**src/rtl/dag_pkg.sv**
```systemverilog
package dag_pkg;
  typedef enum logic [1:0] {
    MODE_PAGE   = 2'b00,
    MODE_PAGE_X = 2'b01,
    MODE_ABS    = 2'b10,
    MODE_ABS_X  = 2'b11
  } dag_mode_e;

  function automatic logic mode_is_abs(input logic [1:0] m);
    return m[1];
  endfunction

  function automatic logic mode_is_indexed(input logic [1:0] m);
    return m[0];
  endfunction
endpackage

```
**src/rtl/dag_bank_regs.sv**
```systemverilog
module dag_bank_regs #(
  parameter int BASE_W = 16,
  parameter int BANK_W = 8
) (
  input  logic              clk_i,
  input  logic              rst_ni,
  input  logic              base_we_i,
  input  logic [BASE_W-1:0] base_wdata_i,
  input  logic              bank_we_i,
  input  logic [BANK_W-1:0] bank_wdata_i,
  output logic [BASE_W-1:0] base_o,
  output logic [BANK_W-1:0] bank_o
);
  always_ff @(posedge clk_i or negedge rst_ni) begin
    if (!rst_ni) begin
      base_o <= '0;
      bank_o <= '0;
    end else begin
      if (base_we_i) base_o <= base_wdata_i;
      if (bank_we_i) bank_o <= bank_wdata_i;
    end
  end


  base_write_chk: assert property (@(posedge clk_i) disable iff (!rst_ni)
    base_we_i |=> base_o == $past(base_wdata_i));

  bank_write_chk: assert property (@(posedge clk_i) disable iff (!rst_ni)
    bank_we_i |=> bank_o == $past(bank_wdata_i));
endmodule

```
**src/rtl/dag_page_calc.sv**
```systemverilog
module dag_page_calc #(
  parameter int BASE_W = 16,
  parameter int OFS_W  = 8,
  parameter int IDX_W  = 16,
  parameter int ADDR_W = 24
) (
  input  logic [BASE_W-1:0] base_i,
  input  logic [OFS_W-1:0]  offset_i,
  input  logic [IDX_W-1:0]  index_i,
  output logic [ADDR_W-1:0] addr_o,
  output logic              penalty_o
);
  localparam int SUM_W = BASE_W + 1;

  logic [SUM_W-1:0] sum;

  always_comb begin
    sum = {1'b0, base_i} + SUM_W'(offset_i) + SUM_W'(index_i);
    addr_o = ADDR_W'(sum);
    // unaligned page base costs one more adder pass
    penalty_o = |base_i[OFS_W-1:0];
  end
endmodule

```
**src/rtl/dag_abs_calc.sv**
```systemverilog
module dag_abs_calc #(
  parameter int BANK_W = 8,
  parameter int OPND_W = 16,
  parameter int IDX_W  = 16,
  parameter int ADDR_W = 24
) (
  input  logic [BANK_W-1:0] bank_i,
  input  logic [OPND_W-1:0] operand_i,
  input  logic [IDX_W-1:0]  index_i,
  output logic [ADDR_W-1:0] addr_o
);
  always_comb addr_o = {bank_i, operand_i} + ADDR_W'(index_i);
endmodule

```
**src/rtl/data_addr_gen.sv**
```systemverilog
module data_addr_gen #(
  parameter int BASE_W = 16,
  parameter int BANK_W = 8,
  parameter int OFS_W  = 8,
  parameter int IDX_W  = 16,
  localparam int ADDR_W = BANK_W + BASE_W
) (
  input  logic              clk_i,
  input  logic              rst_ni,
  input  logic              dpr_we_i,
  input  logic [BASE_W-1:0] dpr_wdata_i,
  input  logic              dbr_we_i,
  input  logic [BANK_W-1:0] dbr_wdata_i,
  input  logic              req_valid_i,
  input  logic [1:0]        mode_i,
  input  logic [OFS_W-1:0]  offset_i,
  input  logic [BASE_W-1:0] operand_i,
  input  logic [IDX_W-1:0]  index_i,
  input  logic              idx_wide_i,
  output logic              valid_o,
  output logic [ADDR_W-1:0] addr_o,
  output logic              extra_cycle_o
);
  import dag_pkg::*;

  localparam int NARROW_W = OFS_W;

  logic [BASE_W-1:0] base_q;
  logic [BANK_W-1:0] bank_q;
  logic [IDX_W-1:0]  idx_eff;
  logic [ADDR_W-1:0] page_addr, abs_addr;
  logic              page_pen;

  dag_bank_regs #(.BASE_W(BASE_W), .BANK_W(BANK_W)) u_regs (
    .clk_i, .rst_ni,
    .base_we_i(dpr_we_i), .base_wdata_i(dpr_wdata_i),
    .bank_we_i(dbr_we_i), .bank_wdata_i(dbr_wdata_i),
    .base_o(base_q), .bank_o(bank_q)
  );

  generate
    if (IDX_W > NARROW_W) begin : g_idx_sel
      always_comb begin
        if (!mode_is_indexed(mode_i)) idx_eff = '0;
        else if (idx_wide_i)          idx_eff = index_i;
        else idx_eff = {{(IDX_W-NARROW_W){1'b0}}, index_i[NARROW_W-1:0]};
      end
    end else begin : g_idx_pass
      always_comb idx_eff = mode_is_indexed(mode_i) ? index_i : '0;
    end
  endgenerate

  dag_page_calc #(.BASE_W(BASE_W), .OFS_W(OFS_W), .IDX_W(IDX_W), .ADDR_W(ADDR_W)) u_page (
    .base_i(base_q), .offset_i(offset_i), .index_i(idx_eff),
    .addr_o(page_addr), .penalty_o(page_pen)
  );

  dag_abs_calc #(.BANK_W(BANK_W), .OPND_W(BASE_W), .IDX_W(IDX_W), .ADDR_W(ADDR_W)) u_abs (
    .bank_i(bank_q), .operand_i(operand_i), .index_i(idx_eff), .addr_o(abs_addr)
  );

  always_ff @(posedge clk_i or negedge rst_ni) begin
    if (!rst_ni) begin
      valid_o       <= 1'b0;
      addr_o        <= '0;
      extra_cycle_o <= 1'b0;
    end else begin
      valid_o <= req_valid_i;
      if (req_valid_i) begin
        addr_o        <= mode_is_abs(mode_i) ? abs_addr : page_addr;
        extra_cycle_o <= mode_is_abs(mode_i) ? 1'b0 : page_pen;
      end
    end
  end


  valid_follow_chk: assert property (@(posedge clk_i) disable iff (!rst_ni)
    req_valid_i |=> valid_o);

  valid_idle_chk: assert property (@(posedge clk_i) disable iff (!rst_ni)
    !req_valid_i |=> !valid_o && $stable(addr_o) && $stable(extra_cycle_o));

  page_high_zero_chk: assert property (@(posedge clk_i) disable iff (!rst_ni)
    (req_valid_i && !mode_i[1]) |=> addr_o[ADDR_W-1:BASE_W+1] == '0);

  abs_bank_chk: assert property (@(posedge clk_i) disable iff (!rst_ni)
    (req_valid_i && mode_i == MODE_ABS) |=> addr_o[ADDR_W-1:BASE_W] == $past(bank_q));

  abs_no_penalty_chk: assert property (@(posedge clk_i) disable iff (!rst_ni)
    (req_valid_i && mode_i[1]) |=> !extra_cycle_o);

  page_penalty_chk: assert property (@(posedge clk_i) disable iff (!rst_ni)
    (req_valid_i && !mode_i[1]) |=> extra_cycle_o == ($past(base_q[OFS_W-1:0]) != '0));
endmodule

```
**config.mk**
```make
export PLATFORM = sky130hd
export DESIGN_NAME = data_addr_gen
export DESIGN_NICKNAME = d
export VERILOG_FILES = /design/src/rtl/dag_pkg.sv /design/src/rtl/dag_bank_regs.sv /design/src/rtl/dag_page_calc.sv /design/src/rtl/dag_abs_calc.sv /design/src/rtl/data_addr_gen.sv
export SDC_FILE = /design/constraint.sdc
export NUM_CORES = 1
export LEC_CHECK = 0
export BUFFER_PORTS_ARGS = -buffer_cell sky130_fd_sc_hd__buf_2
export CAP_MARGIN = 20
export CORE_ASPECT_RATIO = 0.9
export CORE_UTILIZATION = 30
export CTS_CLUSTER_SIZE = 24
export DETAILED_ROUTE_END_ITERATION = 16
export GPL_TIMING_DRIVEN = 1
export PLACE_DENSITY = 0.54
export SYNTH_ARGS = -nofsm -noshare
export SYNTH_HDL_FRONTEND = slang
export SYNTH_HIERARCHICAL = 1
export SYNTH_SLANG_ARGS = --single-unit
export TNS_END_PERCENT = 50
```
**constraint.sdc**
```tcl
create_clock -name clk_i -period 2.88 [get_ports clk_i]
set_input_delay 0.144 -clock clk_i [delete_from_list [all_inputs] [get_ports clk_i]]
set_output_delay 0.144 -clock clk_i [all_outputs]
set_load 0.01 [all_outputs]
```
==> metrics.cfg, run 1 <==
[power_and_ir_drop]
p_int_mw = 1.69
p_leak_nw = 2.57
seqPwrFrac_pct = 34.2
power_mw = 2.58
peakVddDrop_mv = 0.230
combinationalPowerShare_pct = 39.0
p_clk_share_pct = 26.7
swShare_pct = 34.7
power.switching_mw = 0.897
p_per_area_nw_per_um2 = 507

[detailed_routing]
routed_wl_um = 10800
first_pass_iters = 4
drt_iter0_drc = 101
drtAntennaViolNets = 0
vias_per_cell = 4.72
vias = 3416
drcViolationCount = 0
avgRoutedWirePerCell_um = 14.9

[job]
max_cap_violations = 0

[die]
rows = 40
fp.dieH_um = 115
pin_count = 98
dieArea_um2 = 14700
die_w_um = 128
start_util_pct = 31.3
core_area_um2 = 13600

[synthesis]
synth-simple-area-share_pct = 11.8
syn_inst = 433
synth_top_family_by_area = compound AO/OA/AOI/OAI gates
synth-edff-count = 0
ys_warn_count = 6
muxShareOfSynthArea_pct = 13.8
avgSynthCellArea_um2 = 9.83
synth_seq_cells = 50
synthXorXnorAreaFrac_pct = 6.38
yosys.area_share.adder_pct = 16.2
synth-async-reset-ratio_pct = 100
ys.flop_type = dfrtp_1
synth_compound_area_share_pct = 17.0
ys_seq_area_share_pct = 29.4
synth.distinct_cells = 58
synth_area_um2 = 4260

[final_layout]
drive_gt1_share_pct = 29.2
stdcell_area_um2 = 5090
diodes = 0
fillCellCount = 1417
regArea_um2 = 1250
synthToLayoutAreaGrowth_pct = 19.7
multi_input_area_um2 = 2810
nets = 655
layout.cells.non_filler = 724

[sta]
relSlewSlack_pct = 41.4
worst_clock_skew_ns = 0.00451
fmax_ghz = 0.364
fin_ws_ns = 0.134
slew_viol_final = 0
worst_pin_slew_ns = 0.879
rsz0062_at_grt = true
final_hold_viol_count = 0
fin_crit_ns = 2.75
finalCritPeriodShare_pct = 95.3
setup_violations = 0

[clock_tree]
cts-root-buf = clkbuf_16
ctsHtreeMaxLevel = 2
clockBufferDepth = 2
clk_pin_slew_ns = 0.07
cts_setup_buffers = 0
clock_latency_ns = 0.29
cts_tree = built
cts.sinks = 50
cts_buffers = 5

[grt]
grt_pass1_vias = 3403
antenna_found_initial = 0
grt_pass1_wl_um = 17500
grt_remaining_overflow = 0
grt_max_degree = 52
grt_usage_pct = 15.4

[placed_design]
hpwlAfterDp_um = 8650
dp_slack_ns = -0.0677
port_buffers = 97
placed_area_um2 = 4910
place_congestion = 0.835
placed_cells = 715

[run_status]
outcome = completed

[critical_path]
cpLargestDelayFamily = adder cells
worst_path_largest_cell_delay_ns = 0.50
crit_path_start = u_regs/base_o[1]
crit_top_cell = fa_1
critPathCaptureType = flip-flop
cp.required_ns = 3.02
crit_buf_inv = 1
cp_slowest_cell = fa_1
worst-setup-path-type = reg -> reg
startpoint_type = flip-flop
r2r_slack_ns = 0.13
cp_max_fo = 3
worstRegToRegCells = 11
arrival_ns = 2.88
critical_path_depth = 11
worstPathCellList = fa_1 > ha_1 > inv_1 > fa_1 > nand2b_1 > a21oi_2 > o21ai_2 > a31oi_1 > o311ai_1 > mux2i_1 > a21oi_1
r2r_start = u_regs/base_o[1]

[hold_path]
min_from = dpr_wdata_i[4]
hold_path_class = in -> reg
holdPathStages = 2

-- worst register-to-register path: stages (launching register included) --
cell	delay [ns]
dfrtp_1	0.41
fa_1	0.50
ha_1	0.17
inv_1	0.06
fa_1	0.38
nand2b_1	0.19
a21oi_2	0.25
o21ai_2	0.12
a31oi_1	0.18
o311ai_1	0.12
mux2i_1	0.14
a21oi_1	0.08
-- what timing repair did --
action	in CTS	in global routing
resized for setup	0	3
endpoints found under the setup margin	0	6
endpoints found under the hold margin	32	0
hold buffers	1	0
-- area by class of cell --
cell class | instances | share of cell area, %
Multi-Input combinational cell | 354 | 55.1
Clock inverter | 3 | 0.860
Sequential cell | 50 | 24.6
Inverter | 14 | 1.03
Timing Repair Buffer | 109 | 11.4
Clock buffer | 5 | 2.46
Tap cell | 189 | 4.64
-- power groups by stage --
stage,clock (mW),combinational [mW],sequential (mW)
after floorplan,0,0.650,0.917
after global placement,0,0.986,0.899
after detailed placement,0,0.998,0.899
after CTS,0.712,1.01,0.885
after global routing,0.740,1.13,0.899
final,0.690,1.01,0.884
-- per-stage QoR --
stage | util, % | hold slack (ns) | TNS (ns)
final | 37.4 | 0.0765 | 0
after global routing | 37.4 | 0.0725 | -0.0890
after CTS | 37.4 | 0.0712 | 0
after detailed placement | 36.0 | 0.288 | -0.123
after global placement | 36.0 | 0.276 | -0.0526
after floorplan | - | -0.152 | 0
-- final timing paths --
| kind | end |
|---|---|
| max reg2reg | addr_o[13] |
| min in group asynchronous | u_regs/base_o[0] |
| max | addr_o[13] |
| min reg2reg | u_regs/base_o[13] |
| max in group asynchronous | addr_o[16] |
| min | u_regs/base_o[4] |
-- Yosys cell counts (2+ instances only) --
cell	n	area, µm²
a31oi_1	6	37.5
nand2b_1	3	18.8
xor2_1	13	114
mux2i_1	28	280
and2_1	8	50.1
a21oi_1	49	245
o21ai_1	2	10.0
mux2_2	14	158
and3_1	12	75.1
buf_6	2	22.5
nand2_1	24	90.1
o21ai_0	12	60.1
ha_1	39	488
clkbuf_1	3	11.3
a21o_1	10	75.1
nand3_1	6	30.0
o21a_1	3	22.5
inv_1	14	52.6
o21bai_1	3	22.5
buf_12	3	60.1
a211oi_2	2	25.0
nand4_1	2	12.5
buf_4	7	52.6
buf_2	5	25.0
a211o_1	2	17.5
xnor2_1	18	158
mux2_4	10	150
nor4_1	2	12.5
a211oi_1	2	15.0
fa_1	10	200
a21o_2	3	26.3
nor2_1	41	154
dfrtp_1	50	1250
-- layout by cell type (no fill, tap or decap), drive strengths merged, types with 4 or more instances in the layout --
cell type  count
buf          108
dfrtp         50
a21oi         49
nor2          41
ha            39
mux2i         28
nand2         24
mux2          24
xnor2         18
inv           15
o21ai         15
xor2          13
and3          13
a21o          13
fa            10
and2           9
conb           7
a31oi          7
nand3          6
clkbuf         5
a211oi         4
-- routing by layer --
metal,vias to the layer above,track usage (%),wire length (µm)
li1,1742,-,-
met1,1573,21.6,5530
met2,94,25.1,4670
met4,0,2.38,69
met3,7,2.70,557
met5,-,0,0
-- state kept, by name (all words and copies together) (netlist names) --
register       cells
valid_o            1
u_regs/base_o     16
extra_cycle_o      1
addr_o            24
u_regs/bank_o      8
-- cell families (layout without fill, tap and decap cells) --
logic type | after synthesis | after routing
compound gates | 109 | 109
xor+xnor | 31 | 31
fa+ha+maj | 49 | 49
buf+inv | 35 | 131
flops | 50 | 50
mux | 52 | 52
other cells | 1 | 7
simple gates | 106 | 106
Power figures use the tool's default switching activity.
==> run 2: changes to the inputs <==
--- a/config.mk
+++ b/config.mk
@@ -5,14 +5,15 @@
 export SDC_FILE = /design/constraint.sdc
 export NUM_CORES = 1
 export LEC_CHECK = 0
-export BUFFER_PORTS_ARGS = -buffer_cell sky130_fd_sc_hd__buf_2
+export ABC_AREA = 1
 export CAP_MARGIN = 20
 export CORE_ASPECT_RATIO = 0.9
 export CORE_UTILIZATION = 30
 export CTS_CLUSTER_SIZE = 24
 export DETAILED_ROUTE_END_ITERATION = 16
+export DONT_BUFFER_PORTS = 1
 export GPL_TIMING_DRIVEN = 1
-export PLACE_DENSITY = 0.54
+export PLACE_DENSITY = 0.49
 export SYNTH_ARGS = -nofsm -noshare
 export SYNTH_HDL_FRONTEND = slang
 export SYNTH_HIERARCHICAL = 1
==> constraint.sdc (replaced) <==
create_clock -name clk_i -period 2.3 [get_ports clk_i]
set_input_delay 0.115 -clock clk_i [delete_from_list [all_inputs] [get_ports clk_i]]
set_output_delay 0.115 -clock clk_i [all_outputs]
set_load 0.01 [all_outputs]
==> metrics.cfg, run 2 <==
[critical_path]
arrival_ns = 2.49
cp_max_fo = 3
worstRegToRegCells = 14
cp.required_ns = 2.50
critPathCaptureType = flip-flop
worst-setup-path-type = reg -> reg
r2r_start = u_regs/base_o[1]
r2r_slack_ns = 0.005
startpoint_type = flip-flop
r2r-end = addr_o[15]

[synthesis]
synthTopCellsByCount = nand2_1, inv_1, nand3_1
yosys.area.top_type_share_pct = 26.6
synth.top_cells.by_area = nand2_1, dfrtp_1, inv_1
avgSynthCellArea_um2 = 6.17
synth.largest_area_cell = nand2_1
ys_warn_count = 6
synth-edff-count = 0
synth_area_um2 = 5260
synth.distinct_cells = 33
yosysMostFrequentCell = nand2_1
ys.flop_type = dfrtp_1
synth_seq_cells = 50
syn_inst = 853
ys_seq_area_share_pct = 23.8
synth-async-reset-ratio_pct = 100

[detailed_routing]
wl_met1_um = 7600
drtAntennaViolNets = 0
first_pass_iters = 4
drt_iter0_drc = 239
avgRoutedWirePerCell_um = 13.5
vias_per_cell = 4.29
vias = 4907
routed_wl_um = 15400
top_layer_used = met4
wl_met3_um = 949
drcViolationCount = 0
wl_met2_um = 6690

[clock_tree]
cts.sinks = 50
clk_pin_slew_ns = 0.07
cts-root-buf = clkbuf_16
cts_tree = built
cts_buffers = 5
clock_latency_ns = 0.31
ctsHtreeMaxLevel = 2
clockBufferDepth = 2

[hold_path]
min_from = req_valid_i
holdPathStages = 1
whs_endpoint = valid_o
hold_path_class = in -> reg

[final_layout]
largest_register = addr_o
diodes = 0
layout_common_cells = nand2_1, inv_1, dfrtp_1
drive_gt1_share_pct = 12.4
largestRegisters = addr_o x24, u_regs/base_o x16, u_regs/bank_o x8
layout_commonest_cell = nand2_1
stdcell_area_um2 = 6230
largest_reg_flops = 24
final_util_pct = 36.6
synthToLayoutAreaGrowth_pct = 18.4
nets = 1029

[sta]
setup_violations = 0
final_hold_viol_count = 0
rsz0062_at_grt = true
setup_tns_ns = 0
worst_pin_slew_ns = 0.700
slew_viol_final = 0
fin_ws_ns = 0.00500
fin_crit_ns = 2.30
relSlewSlack_pct = 53.2
fmax_ghz = 0.436
finalCritPeriodShare_pct = 99.8
worst_clock_skew_ns = 0.00747

[power_and_ir_drop]
p_leak_nw = 3.71
peakVddDrop_mv = 0.303
p_per_area_nw_per_um2 = 513
combinationalPowerShare_pct = 40.1
p_int_mw = 1.93
power.switching_mw = 1.27
seqPwrFrac_pct = 35.6
swShare_pct = 39.7
p_clk_share_pct = 24.3
power_mw = 3.20

[placed_design]
placed_area_um2 = 5590
dp_slack_ns = -0.0691
place_congestion = 0.858
port_buffers = 0
hpwlAfterDp_um = 12100

[die]
start_util_pct = 30.9
die_w_um = 142
fp.dieH_um = 128
core_area_um2 = 17000
pin_count = 98
rows = 45
dieArea_um2 = 18100

[grt]
grt_pass1_wl_um = 25200
grt_max_degree = 51
grt_remaining_overflow = 0
antenna_found_initial = 0
grt_pass1_vias = 4763
grt_usage_pct = 18.2

[run_status]
outcome = completed

[job]
max_cap_violations = 0

==> run 2: changes by cell type after synthesis, sizes merged, moves of 7 or more <==
| cell | delta |
|---|---|
| a21o | -13 |
| a21oi | -30 |
| a31oi | -7 |
| and2 | -8 |
| and3 | -11 |
| inv | +158 |
| mux2 | -24 |
| mux2i | -28 |
| nand2 | +372 |
| nand3 | +52 |
| o21ai | -13 |
| xnor2 | -15 |
==> run 2: worst max path at each step <==
stage | startpoint | end | cells after the start
final | u_regs/base_o[1] | addr_o[15] | 14
after global routing | u_regs/base_o[1] | addr_o[15] | 15
after CTS | u_regs/base_o[1] | addr_o[7] | 12
after detailed placement | u_regs/base_o[1] | addr_o[11] | 14
after global placement | u_regs/base_o[1] | addr_o[15] | 14
after floorplan | mode_i[0] | addr_o[13] | 17
==> run 2: timing repair <==
| item | CTS | global route |
|---|---|---|
| setup buffers | 0 | 6 |
| gates resized for setup | 2 | 27 |
| setup endpoints to repair | 6 | 12 |
| hold endpoints to repair | 99 | 0 |
| pin swaps | 2 | 11 |
| hold buffers | 31 | 0 |
==> run 2: power groups by stage <==
| stage | clock network (mW) | logic (mW) | registers [mW] |
|---|---|---|---|
| floorplan | 0 | 0.848 | 1.11 |
| global placement | 0 | 1.10 | 1.16 |
| detailed placement | 0 | 1.10 | 1.16 |
| CTS | 0.809 | 1.20 | 1.14 |
| global route | 0.816 | 1.47 | 1.15 |
| finish | 0.776 | 1.28 | 1.14 |
==> run 2: final cells by class <==
| class | count | area, µm² |
|---|---|---|
| clock buffer | 6 | 129 |
| clock inverter | 1 | 7.51 |
| fill | 1930 | 10800 |
| inverter | 172 | 658 |
| multi-input combinational | 615 | 3300 |
| sequential | 50 | 1250 |
| tap | 235 | 294 |
| timing repair buffer | 64 | 586 |
==> run 2: metrics by stage <==
step	hold WS, ns	cells
floorplan	-0.181	859
global placement	-0.179	1099
detailed placement	-0.179	1099
CTS	0.00144	1137
global route	0.00527	1143
finish	0.00522	1143
==> run 2: cell families (layout without fill, tap and decap cells) <==
kind of cell | count (synthesis) | after routing | synth area share, %
buffers and inverters | 194 | 243 | 16.2
xor gates and xnor gates | 19 | 19 | 3.16
DFF | 50 | 50 | 23.8
and+or+nand+nor | 519 | 519 | 41.7
AOI/OAI and AO/OA | 21 | 21 | 2.00
other | 1 | 7 | 0.0713
adders and majority gates | 49 | 49 | 13.1
==> run 2: per-layer routing <==
layer,GRT usage (%),vias to the layer above
li1,-,2627
met1,24.8,2186
met2,29.3,81
met3,4.00,13
met4,3.86,0
met5,0,-
==> run 2: worst max-delay path: stages, from the launching register on <==
cell     delay [ns]
dfrtp_1        0.39
fa_1           0.49
ha_2           0.19
inv_2          0.04
fa_2           0.37
inv_2          0.07
nand4_1        0.09
nand2_2        0.15
nand2_2        0.07
nand3_1        0.07
nand2_1        0.05
inv_1          0.06
nand2_2        0.05
nand3_2        0.06
nand2_1        0.04
==> run 3: changes to the inputs <==
--- a/config.mk
+++ b/config.mk
@@ -14,6 +14,7 @@
 export DONT_BUFFER_PORTS = 1
 export GPL_TIMING_DRIVEN = 1
 export PLACE_DENSITY = 0.49
+export RECOVER_POWER = 100
 export SYNTH_ARGS = -nofsm -noshare
 export SYNTH_HDL_FRONTEND = slang
 export SYNTH_HIERARCHICAL = 1
==> metrics.cfg, run 3 (synthesis results as in run 2) <==
[placed_design]
place_congestion = 0.858
port_buffers = 0
placed_cells = 1099
placed_area_um2 = 5590
hpwlAfterDp_um = 12100

[final_layout]
final_util_pct = 36.4
largest_reg_flops = 24
synthToLayoutAreaGrowth_pct = 17.8
nets = 1029
largest_register = addr_o
layout_commonest_cell = nand2_1
drive_gt1_share_pct = 12.1
stdcell_area_um2 = 6200
largestRegisters = addr_o x24, u_regs/base_o x16, u_regs/bank_o x8
layout_common_cells = nand2_1, inv_1, dfrtp_1
diodes = 0
layout.cells.non_filler = 1143

[clock_tree]
cts_buffers = 5
clk_pin_slew_ns = 0.07
cts.sinks = 50
clock_latency_ns = 0.31
ctsHtreeMaxLevel = 2
cts-root-buf = clkbuf_16
cts_tree = built
clockBufferDepth = 2

[detailed_routing]
drt_iter0_drc = 239
vias = 4917
first_pass_iters = 5
routed_wl_um = 15500
avgRoutedWirePerCell_um = 13.5
drcViolationCount = 0
drtAntennaViolNets = 0
vias_per_cell = 4.30

[power_and_ir_drop]
p_leak_nw = 3.69
power_mw = 3.19
p_per_area_nw_per_um2 = 515
p_clk_share_pct = 24.4
seqPwrFrac_pct = 35.6
p_int_mw = 1.92
combinationalPowerShare_pct = 40.0
peakVddDrop_mv = 0.302
swShare_pct = 39.8
power.switching_mw = 1.27

[grt]
grt_pass1_vias = 4763
grt_pass1_wl_um = 25200
grt_remaining_overflow = 0
antenna_found_initial = 0
grt_max_degree = 51
grt_usage_pct = 18.2

[critical_path]
startpoint_type = flip-flop
cp.required_ns = 2.50
worstRegToRegCells = 14
critPathCaptureType = flip-flop
arrival_ns = 2.49
cp_max_fo = 3
worst-setup-path-type = reg -> reg

[sta]
worst_clock_skew_ns = 0.00894
finalCritPeriodShare_pct = 99.8
setup_violations = 0
relSlewSlack_pct = 8.82
rsz0062_at_grt = true
slew_viol_final = 0
fin_hold_ws_ns = 0.00617
worst_pin_slew_ns = 1.37
fin_crit_ns = 2.30
final_hold_viol_count = 0
fmax_ghz = 0.436

[die]
rows = 45
pin_count = 98
start_util_pct = 30.9
fp.dieH_um = 128
die_w_um = 142
dieArea_um2 = 18100
core_area_um2 = 17000

[hold_path]
holdPathStages = 1
hold_path_class = in -> reg

[job]
max_cap_violations = 0

[run_status]
outcome = completed

## run 3: cell count changes in the layout (fill, tap and decap cells not counted), sizes merged
cell	before	now
inv	172	171
clkinvlp	1	2
clkbuf	6	9
buf	35	32
## run 3: cell type report
cell class              instances  area [µm²]
fillers                      1938       10800
multi-input cells             615        3300
flip-flops and latches         50        1250
inverters                     172         654
repair buffers                 64         559
well taps                     235         294
clock buffers                   6         129
clock inverters                 1        7.51
## run 3: routing by layer
metal | track usage, % | routed length [µm] | part of all wire [%]
met1 | 24.8 | 7610 | 49
met4 | 3.86 | 197 | 1.3
met2 | 29.3 | 6700 | 43
met5 | 0 | 0 | 0
met3 | 4.00 | 969 | 6.3
## run 3: path summary, 6_finish.rpt
check / from / endpoint / slack (ns)
max: u_regs/base_o[1] / addr_o[15] / 0.005
min: req_valid_i / valid_o / 0.006
max reg2reg: u_regs/base_o[1] / addr_o[15] / 0.005
min reg2reg: u_regs/base_o[9] / u_regs/base_o[9] / 0.48
max in group asynchronous: rst_ni / u_regs/base_o[8] / 0.81
min in group asynchronous: rst_ni / addr_o[0] / 0.67
## run 3: power groups by stage
stage               sequential, mW  combinational, mW  clock (mW)
detailed placement            1.16               1.10           0
CTS                           1.14               1.20       0.809
floorplan                     1.11              0.848           0
finish                        1.13               1.28       0.777
global placement              1.16               1.10           0
global route                  1.15               1.47       0.816
## run 3: what timing repair did
action | in CTS | in global routing
gates resized for setup | 2 | 27
setup endpoints to repair | 6 | 12
hold buffers | 31 | 0
pin swaps | 2 | 11
endpoints found under the hold margin | 99 | 0
buffers inserted | 0 | 6
## run 3: per-stage QoR
stage | worst slack [ns] | TNS, ns
2_1_floorplan | 0.0521 | 0
3_3_place_gp | -0.0513 | -0.0832
3_5_place_dp | -0.0691 | -0.249
4_1_cts | 0.00131 | 0
5_1_grt | -0.130 | -0.747
6_report | 0.00498 | 0
## run 3: worst max-delay path, stage by stage (launching register included)
cell and delay (ns):
dfrtp_1 0.39, fa_1 0.49, ha_2 0.19, inv_2 0.04, fa_2 0.37, inv_2 0.07, nand4_1 0.09, nand2_2 0.15
nand2_2 0.07, nand3_1 0.07, nand2_1 0.05, inv_1 0.06, nand2_2 0.05, nand3_2 0.06, nand2_1 0.04
